===== src/rtl/rxq_pkg.sv =====
package rxq_pkg;

    localparam int DATA_W = 8;
    localparam int TAG_W  = 3;
    localparam int TMO_W  = 6;

    typedef struct packed {
        logic [TAG_W-1:0]  tag;
        logic [DATA_W-1:0] data;
    } rxq_entry_t;

    // threshold in entries for a given select code
    function automatic int unsigned trig_level(input logic [1:0] sel,
                                               input int unsigned depth);
        case (sel)
            2'd0:    return 1;
            2'd1:    return depth / 4;
            2'd2:    return depth / 2;
            default: return depth - 8;
        endcase
    endfunction

    // four characters (start + data + stop) plus twelve bit times
    function automatic logic [TMO_W-1:0] tmo_limit(input logic [1:0] wlen);
        int unsigned char_bits;
        char_bits = 7 + int'(wlen);
        return TMO_W'(4 * char_bits + 12);
    endfunction

endpackage


===== src/rtl/rxq_store.sv =====
module rxq_store
    import rxq_pkg::*;
#(
    parameter int DEPTH = 128,
    localparam int AW = $clog2(DEPTH),
    localparam int CW = $clog2(DEPTH + 1)
) (
    input  logic          clk,
    input  logic          rst,
    input  logic          fifo_mode,
    input  logic          flush,
    input  logic          wr_en,
    input  rxq_entry_t    wr_entry,
    input  logic          rd_en,
    input  logic          stat_rd,
    output rxq_entry_t    head,
    output logic [CW-1:0] count,
    output logic          overrun
);

    rxq_entry_t    mem [DEPTH];
    logic [AW-1:0] wr_ptr, rd_ptr, wr_ptr_inc, rd_ptr_inc, wsel;
    logic          is_full, pop_ok, push_ok, ovr_set;

    generate
        if ((DEPTH & (DEPTH - 1)) == 0) begin : g_pow2
            assign wr_ptr_inc = wr_ptr + AW'(1);
            assign rd_ptr_inc = rd_ptr + AW'(1);
        end else begin : g_wrap
            assign wr_ptr_inc = (wr_ptr == AW'(DEPTH - 1)) ? '0 : wr_ptr + AW'(1);
            assign rd_ptr_inc = (rd_ptr == AW'(DEPTH - 1)) ? '0 : rd_ptr + AW'(1);
        end
    endgenerate

    assign is_full = (count == CW'(DEPTH));
    assign pop_ok  = !flush && rd_en && (count != '0);

    always_comb begin
        if (fifo_mode) begin
            push_ok = !flush && wr_en && (!is_full || pop_ok);
            ovr_set = !flush && wr_en && is_full && !pop_ok;
            wsel    = wr_ptr;
        end else begin
            push_ok = !flush && wr_en;
            ovr_set = !flush && wr_en && (count != '0) && !rd_en;
            wsel    = rd_ptr;
        end
    end

    always_ff @(posedge clk) begin
        if (push_ok) mem[wsel] <= wr_entry;
    end

    always_ff @(posedge clk) begin
        if (rst || flush) begin
            wr_ptr <= '0;
            rd_ptr <= '0;
            count  <= '0;
        end else if (fifo_mode) begin
            if (push_ok) wr_ptr <= wr_ptr_inc;
            if (pop_ok)  rd_ptr <= rd_ptr_inc;
            count <= count + CW'(push_ok) - CW'(pop_ok);
        end else begin
            if (push_ok)     count <= CW'(1);
            else if (pop_ok) count <= '0;
        end
    end

    always_ff @(posedge clk) begin
        if (rst)          overrun <= 1'b0;
        else if (ovr_set) overrun <= 1'b1;
        else if (stat_rd) overrun <= 1'b0;
    end

    assign head = (count != '0) ? mem[rd_ptr] : '0;

endmodule


===== src/rtl/rxq_timer.sv =====
module rxq_timer
    import rxq_pkg::*;
(
    input  logic       clk,
    input  logic       rst,
    input  logic       active,
    input  logic       restart,
    input  logic       bit_tick,
    input  logic [1:0] wlen_sel,
    output logic       tmo
);

    logic [TMO_W-1:0] cnt, lim, cnt_inc;

    assign lim     = tmo_limit(wlen_sel);
    assign cnt_inc = cnt + TMO_W'(1);

    always_ff @(posedge clk) begin
        if (rst || !active || restart) begin
            cnt <= '0;
            tmo <= 1'b0;
        end else if (bit_tick && !tmo) begin
            cnt <= cnt_inc;
            if (cnt_inc >= lim) tmo <= 1'b1;
        end
    end

endmodule


===== src/rtl/rxq_irq.sv =====
module rxq_irq
    import rxq_pkg::*;
#(
    parameter int DEPTH = 128,
    localparam int CW = $clog2(DEPTH + 1)
) (
    input  logic          fifo_mode,
    input  logic          irq_en,
    input  logic [1:0]    trig_sel,
    input  logic [CW-1:0] count,
    input  logic          tmo,
    output logic          irq
);

    logic [CW-1:0] lvl;
    logic          cause;

    assign lvl = CW'(trig_level(trig_sel, DEPTH));

    always_comb begin
        if (fifo_mode) cause = (count >= lvl) || tmo;
        else           cause = (count != '0);
        irq = irq_en && cause;
    end

endmodule


===== src/rtl/rx_tag_fifo.sv =====
module rx_tag_fifo
    import rxq_pkg::*;
#(
    parameter int DEPTH = 128,
    localparam int CW = $clog2(DEPTH + 1)
) (
    input  logic              clk,
    input  logic              rst,
    input  logic              wr_en,
    input  logic [DATA_W-1:0] wr_data,
    input  logic [TAG_W-1:0]  wr_tag,
    input  logic              rd_en,
    input  logic              stat_rd,
    input  logic              fifo_en,
    input  logic              irq_en,
    input  logic [1:0]        trig_sel,
    input  logic [1:0]        wlen_sel,
    input  logic              bit_tick,
    output logic [DATA_W-1:0] head_data,
    output logic [TAG_W-1:0]  head_tag,
    output logic [CW-1:0]     fill_cnt,
    output logic              data_ready,
    output logic              overrun,
    output logic              irq
);

    logic       mode_q, flush, tmo;
    rxq_entry_t in_entry, head;

    always_ff @(posedge clk) begin
        if (rst) mode_q <= 1'b0;
        else     mode_q <= fifo_en;
    end

    assign flush    = (fifo_en != mode_q);
    assign in_entry = '{tag: wr_tag, data: wr_data};

    rxq_store #(.DEPTH(DEPTH)) u_store (
        .clk      (clk),
        .rst      (rst),
        .fifo_mode(mode_q),
        .flush    (flush),
        .wr_en    (wr_en),
        .wr_entry (in_entry),
        .rd_en    (rd_en),
        .stat_rd  (stat_rd),
        .head     (head),
        .count    (fill_cnt),
        .overrun  (overrun)
    );

    rxq_timer u_timer (
        .clk     (clk),
        .rst     (rst),
        .active  (mode_q && !flush && (fill_cnt != '0)),
        .restart (wr_en || rd_en),
        .bit_tick(bit_tick),
        .wlen_sel(wlen_sel),
        .tmo     (tmo)
    );

    rxq_irq #(.DEPTH(DEPTH)) u_irq (
        .fifo_mode(mode_q),
        .irq_en   (irq_en),
        .trig_sel (trig_sel),
        .count    (fill_cnt),
        .tmo      (tmo),
        .irq      (irq)
    );

    assign head_data  = head.data;
    assign head_tag   = head.tag;
    assign data_ready = (fill_cnt != '0);

endmodule


===== config.mk =====
export PLATFORM = sky130hd
export DESIGN_NAME = rx_tag_fifo
export DESIGN_NICKNAME = d
export VERILOG_FILES = /design/src/rtl/rxq_pkg.sv /design/src/rtl/rxq_store.sv /design/src/rtl/rxq_timer.sv /design/src/rtl/rxq_irq.sv /design/src/rtl/rx_tag_fifo.sv
export SDC_FILE = /design/constraint.sdc
export NUM_CORES = 1
export LEC_CHECK = 0
export ABC_AREA = 1
export BUFFER_PORTS_ARGS = -buffer_cell sky130_fd_sc_hd__buf_2
export CORE_AREA = 3 3 368 370
export DETAILED_ROUTE_END_ITERATION = 16
export DIE_AREA = 0 0 371 373
export PLACE_DENSITY = 0.6
export SLEW_MARGIN = 5
export SYNTH_ARGS = -nofsm -noshare
export SYNTH_HDL_FRONTEND = slang
export SYNTH_SLANG_ARGS = --single-unit
export TNS_END_PERCENT = 10

===== constraint.sdc =====
create_clock -name clk -period 2.55 [get_ports clk]
set_input_delay 0.255 -clock clk [delete_from_list [all_inputs] [get_ports clk]]
set_output_delay 0.255 -clock clk [all_outputs]
set_load 0.01 [all_outputs]

==> impl_metrics.tcl, run 1 <==
set metrics [dict create \
    status "complete, but fails checks" \
    violations "setup timing" \
    synth_nets 5167 \
    intPower_mw 38.5 \
    drtIter0Drc 4523 \
    core_um2 133000 \
    die_area_um2 138000 \
    async_flop_share 0 \
    drive_gt1_frac 0.178 \
    drc_errors 0 \
    vias_per_cell 5.55 \
    worstPathRequired_ps 2300 \
    max_freq_mhz 294 \
    final_area_um2 72500 \
    syn_area_per_cell_um2 11.6 \
    cts_max_level 4 \
    grt.overflow.total 0 \
    grt_use_met3 0.0359 \
    die_w_um 371 \
    ys.flop_type "edfxtp_1" \
    maxSlewViolCount 0 \
    use_met1 0.349 \
    r2r_cells 19 \
    yosys_register_bits 1446 \
    maxCapViolations 0 \
    p_leak_nw 26.3 \
    finalSetupViolCount 13 \
    swShare 0.212 \
    path_max_fanout 11 \
    dr.pass1.iters 6 \
    syn-cell-area_um2 59500 \
    grt_pass1_wl_um 253000 \
    yosysMostFrequentCell "nand2_1" \
    grtUsageTotal 0.244 \
    min_path_cells 1 \
    root_buffer "clkbuf_16" \
    busiest_layer "met2" \
    netlist.area_leader.share 0.710 \
    drt_wl_total_um 172000 \
    worstSetupStartpointType "flip-flop" \
    syn2layout_area_growth_pct 21.8 \
    hpwlAfterDp_um 104000 \
    synth_cell_types 37 \
    clk-insertion-delay-late_ps 810 \
    rsz0062_at_grt "true" \
    antenna_left 0 \
    net-switching-power_mw 10.4 \
    clk_pin_slew_ps 60 \
    yosys-top-cells-count "nand2_1 (1670), edfxtp_1 (1408), nand3_1 (1303), buf_2 (179), nor2_1 (173)" \
    nFillCells 11000 \
    grt_pass1_vias 39400 \
    critPathKind "flip-flop to primary output" \
    final_nets 5580 \
    worstHoldPathType "input port to flip-flop" \
    cts_tree "done" \
    multi_input_area_um2 15600 \
    crit_path_end_kind "primary output" \
    synth-edff-count 1408 \
    start_util 0.448 \
    hold_viol 0 \
    arrival_ps 3140 \
    cts.sinks 1446 \
    yosysWarnings 0 \
    antenna_found_initial 4 \
    post-route-period-util 1.33 \
    pwr-share-clk 0.438 \
    die_height_um 373 \
    wl_per_cell_um 23.2 \
    p_per_area_nw_per_um2 675 \
    io_pins 45 \
    worstMarginPinSlew_ps 1170 \
    vdd_drop_max_mv 0.693 \
    regArea_um2 43100 \
    cts_buffers 149 \
    portBuffers 44 \
    post-route-min-period_ps 3400 \
    clockBufferDepth 3 \
    seqPwrFrac 0.533 \
    slew_headroom 0.216 \
    skew_ps 50.9 \
    num_vias 41200 \
    worst_slack_ps -848 \
    routabilityCongestion 0.871 \
    whs_ps 32.1 \
    ys_seq_area_frac 0.723 \
    synthCells 5114 \
    yosys.area.top_type "edfxtp_1" \
    use_met2 0.382 \
    synth_area_leaders "edfxtp_1 (71%), nand3_1 (11%), nand2_1 (11%), buf_2 (1.5%), dfxtp_1 (1.3%)" \
    grt_max_degree 79 \
    post_dp_cell_area_um2 65400 \
    fp-row-count 134 \
    combPwrFrac 0.028 \
]
flip-flops by register name, indices dropped and copies added, names as in the netlist, named ones only:
| register | count |
|---|---|
| u_store.rd_ptr | 7 |
| u_store.wr_ptr | 7 |
| mode_q | 1 |
| u_store.overrun | 1 |
| u_timer.cnt | 6 |
| u_timer.tmo | 1 |
| u_store.count | 8 |
| u_store.mem | 1408 |
stage by stage:
stage          cells   util  total power, mW  setup TNS (ps)  setup WS [ps]
5_1_grt         7413  0.545             50.2          -11780           -957
2_1_floorplan   5114      -             27.0               0          0.397
3_3_place_gp    7085  0.492             27.8           -5760           -400
6_report        7415  0.545             48.9           -8950           -848
4_1_cts         7391  0.538             49.1           -9490           -861
3_5_place_dp    7085  0.492             27.8           -6760           -371
cell usage in the layout (no fill, tap or decap), types with 10 or more instances in the layout:
cell	n
nand2_1	1613
edfxtp_1	1408
nand3_1	1204
buf_4	339
clkbuf_16	158
nor2_1	135
buf_12	104
nand3_2	91
inv_1	49
buf_6	49
nand2_2	48
clkbuf_1	42
buf_2	34
nor2_2	30
dfxtp_1	30
clkinv_1	29
a21oi_1	27
ha_1	26
buf_16	21
dlygate4sd3_1	16
clkinv_2	15
o21ai_0	13
xor2_1	12
nor2_4	11
nand3_4	11
bufinv_16	10
cell families after synthesis:
group           after synthesis  share of synthesized area
simple gates               3179                      0.231
fa+ha+maj                    30                    0.00643
buf+inv                     383                     0.0319
xor+xnor                     12                    0.00177
compound gates               64                    0.00612
flops                      1446                      0.723
worst max-delay path, cell delays in order, from the launching register on:
cell and delay [ps]:
dfxtp_4 360, buf_12 150, clkinv_16 120, buf_12 170
clkbuf_16 170, nand2_1 60, nand3_1 60, nand3_1 90
nand3_1 200, nand2_4 170, nand2_1 100, nand3_4 130
nand2_4 100, nor2_4 130, nor2_4 70, buf_4 120
buf_2 130
power groups by stage:
stage               logic (mW)  registers (mW)  clock network [mW]
floorplan                0.351            26.6                   0
global placement          1.23            26.6                   0
detailed placement        1.25            26.6                   0
CTS                       1.31            26.1                21.7
global route              1.46            26.1                22.7
finish                    1.37            26.1                21.4
layer usage:
metal / wire length, µm / vias up
li1: - / 18900
met4: 5820 / 0
met3: 13900 / 303
met2: 80300 / 1726
met1: 72100 / 20200
met5: 0 / -
cell type report:
cell class,instances,area share
Clock buffer,195,0.0544
Multi-Input combinational cell,3285,0.215
Antenna cell,3,0.000104
Inverter,65,0.00399
Sequential cell,1446,0.594
Timing Repair Buffer,580,0.0902
Tap cell,1768,0.0305
Clock inverter,73,0.0117
worst paths after layout:
check                                  startpoint            endpoint  slack [ps]
worst max register to register   u_store.count[2]    u_store.count[6]         -30
worst min register to register  u_store.wr_ptr[5]   u_store.wr_ptr[5]         470
worst max-delay path                    flip-flop         head_tag[2]        -850
worst min-delay path                   wr_data[4]  u_store.mem[95][4]          30
timing repair:
action                                 in CTS  in global routing
hold buffers                               16                  0
resized for setup                         170                157
buffers inserted                           10                  8
pin swaps                                  26                 28
endpoints found under the hold margin     204                  0
setup endpoints to repair                  68                828
gates cloned                               13                 13
(Power assumes the default switching activity.)
==> run 2: changes to the inputs <==
--- a/config.mk
+++ b/config.mk
@@ -10,7 +10,7 @@
 export CORE_AREA = 3 3 368 370
 export DETAILED_ROUTE_END_ITERATION = 16
 export DIE_AREA = 0 0 371 373
-export PLACE_DENSITY = 0.6
+export PLACE_DENSITY = 0.58
 export SLEW_MARGIN = 5
 export SYNTH_ARGS = -nofsm -noshare
 export SYNTH_HDL_FRONTEND = slang
==> constraint.sdc (replaced) <==
create_clock -name clk -period 3.2 [get_ports clk]
set_input_delay 0.32 -clock clk [delete_from_list [all_inputs] [get_ports clk]]
set_output_delay 0.32 -clock clk [all_outputs]
set_load 0.01 [all_outputs]
==> run 2 against run 1 <==
Compared with the run above: the run still ends with setup timing left; first-iteration DRC count grew 3.9%; worst hold slack gained 7.3 ps; sequential power shrank 20%; largest cell class unchanged; die area is the same.
==> impl_metrics.tcl, run 2 (synthesis gave the netlist of run 1 again) <==
set metrics [dict create \
    root_buffer "clkbuf_16" \
    antenna_left 0 \
    die_area_um2 138000 \
    antenna_cells 0 \
    routabilityCongestion 0.849 \
    cts_buffers 151 \
    max_freq_mhz 282 \
    clockBufferDepth 3 \
    slew_headroom 0.215 \
    post-route-period-util 1.11 \
    rsz0062_at_grt "true" \
    post-route-min-period_ps 3540 \
    final_nets 5415 \
    worstMarginPinSlew_ps 1180 \
    start_util 0.448 \
    layoutNonFillerInstCount 7252 \
    cts_max_level 4 \
    status "complete, but fails checks" \
    drive_gt1_frac 0.141 \
    core_um2 133000 \
    finalSetupViolCount 11 \
    hold_viol 0 \
    grt_pass1_wl_um 258000 \
    path_max_fanout 11 \
    violations "setup timing" \
    worstHoldPathType "input port to flip-flop" \
    final_common_cell "nand2_1" \
    syn2layout_area_growth_pct 18.3 \
    clk_pin_slew_ps 60 \
    power_mw 38.5 \
    worstPathRequired_ps 2880 \
    fp-row-count 134 \
    die_w_um 371 \
    tns_ps -3230 \
    drc_errors 0 \
    drt_wl_total_um 176000 \
    mostFrequentLayoutCells "nand2_1 (1626), edfxtp_1 (1408), nand3_1 (1222)" \
    dpl.cell_count 6913 \
    die_height_um 373 \
    top_regs "u_store.mem (1408), u_store.count (8)" \
    wl_per_cell_um 24.3 \
    io_pins 45 \
    vias_per_cell 5.63 \
    p_leak_nw 25.3 \
    maxCapViolations 0 \
    num_vias 40800 \
    grt_max_degree 129 \
    hpwlAfterDp_um 96600 \
    worst_slack_ps -342 \
    drtIter0Drc 4698 \
    grt.overflow.total 0 \
    vdd_drop_max_mv 0.477 \
    skew_ps 20.6 \
    p_per_area_nw_per_um2 546 \
    r2r_slack_ps 280 \
    antenna_found_initial 0 \
    cts_tree "done" \
    cts.sinks 1446 \
    crit_path_end_kind "primary output" \
    clk-insertion-delay-late_ps 780 \
    portBuffers 44 \
    grtUsageTotal 0.250 \
    nFillCells 11200 \
    critPathKind "flip-flop to primary output" \
    grt_pass1_vias 38700 \
    largest_register "u_store.mem" \
    largest_register_ffs 1408 \
    worstSetupStartpointType "flip-flop" \
    maxSlewViolCount 0 \
    dr.pass1.iters 5 \
    arrival_ps 3220 \
]
run 2: cell count changes in the layout (fill, tap and decap cells not counted), moves of 9 or more:
| cell | previous run | this run |
|---|---|---|
| buf_4 | 339 | 251 |
| buf_12 | 104 | 44 |
| buf_6 | 49 | 16 |
| nor2_1 | 135 | 163 |
| nand3_2 | 91 | 69 |
| nor2_2 | 30 | 8 |
| buf_16 | 21 | 42 |
| nand3_1 | 1204 | 1222 |
| nand2_1 | 1613 | 1626 |
| clkbuf_1 | 42 | 51 |
| dlygate4sd3_1 | 16 | 7 |
run 2: metal layers:
layer / part of all wire / GRT usage
met5: 0 / 0
met2: 0.47 / 0.392
met4: 0.028 / 0.0736
met1: 0.42 / 0.361
met3: 0.081 / 0.0422
run 2: final cells by class:
| type | count | area (µm²) | share of cell area |
|---|---|---|---|
| repair buffers | 412 | 4860 | 0.0691 |
| clock buffers | 211 | 4160 | 0.0591 |
| repair inverters | 1 | 30.0 | 0.000427 |
| inverters | 65 | 292 | 0.00414 |
| well taps | 1768 | 2210 | 0.0314 |
| multi-input cells | 3285 | 15300 | 0.217 |
| clock inverters | 64 | 503 | 0.00714 |
| flip-flops and latches | 1446 | 43100 | 0.612 |
run 2: final timing paths:
kind,cells after the start,end,from
setup / recovery,16,head_tag[1],flip-flop
hold / removal,1,u_store.mem[18][0],wr_data[0]
setup reg to reg,19,u_store.count[6],u_store.count[2]
hold reg to reg,2,u_store.wr_ptr[5],u_store.wr_ptr[5]
run 2: where the power goes:
| part | internal, mW | switching (mW) | leakage [nW] |
|---|---|---|---|
| combinational | 0.224 | 0.727 | 10.1 |
| clock | 9.49 | 7.21 | 2.26 |
| sequential | 20.8 | 0.00873 | 13.0 |
| total | 30.5 | 7.95 | 25.3 |
run 2: stage by stage:
step	setup slack, ps	instance area (µm²)	util	hold slack [ps]
after detailed placement	53.1	63400	0.477	456
final	-342	70400	0.529	39.4
after floorplan	474	59500	-	391
after CTS	-359	69800	0.525	4.91
after global routing	-444	70400	0.529	21.7
after global placement	75.5	63400	0.477	453
run 2: worst max-delay path: stages, from the launching register on:
cell and delay (ps):
dfxtp_4 400, buf_12 160, clkinv_16 110, bufbuf_16 320, buf_4 140, nand2_1 50
nand3_1 70, nand3_1 100, nand3_1 90, nand2_1 150, nand2_1 70, nand3_1 180
nand2_1 80, nor2_1 140, nor2_1 70, buf_4 160, buf_2 140
run 2: what timing repair did:
item	4_1_cts	5_1_grt
setup buffers	19	3
gates cloned	27	9
resized for setup	142	97
hold endpoints to repair	84	0
setup endpoints to repair	11	11
hold buffers	7	0
pin swaps	8	18
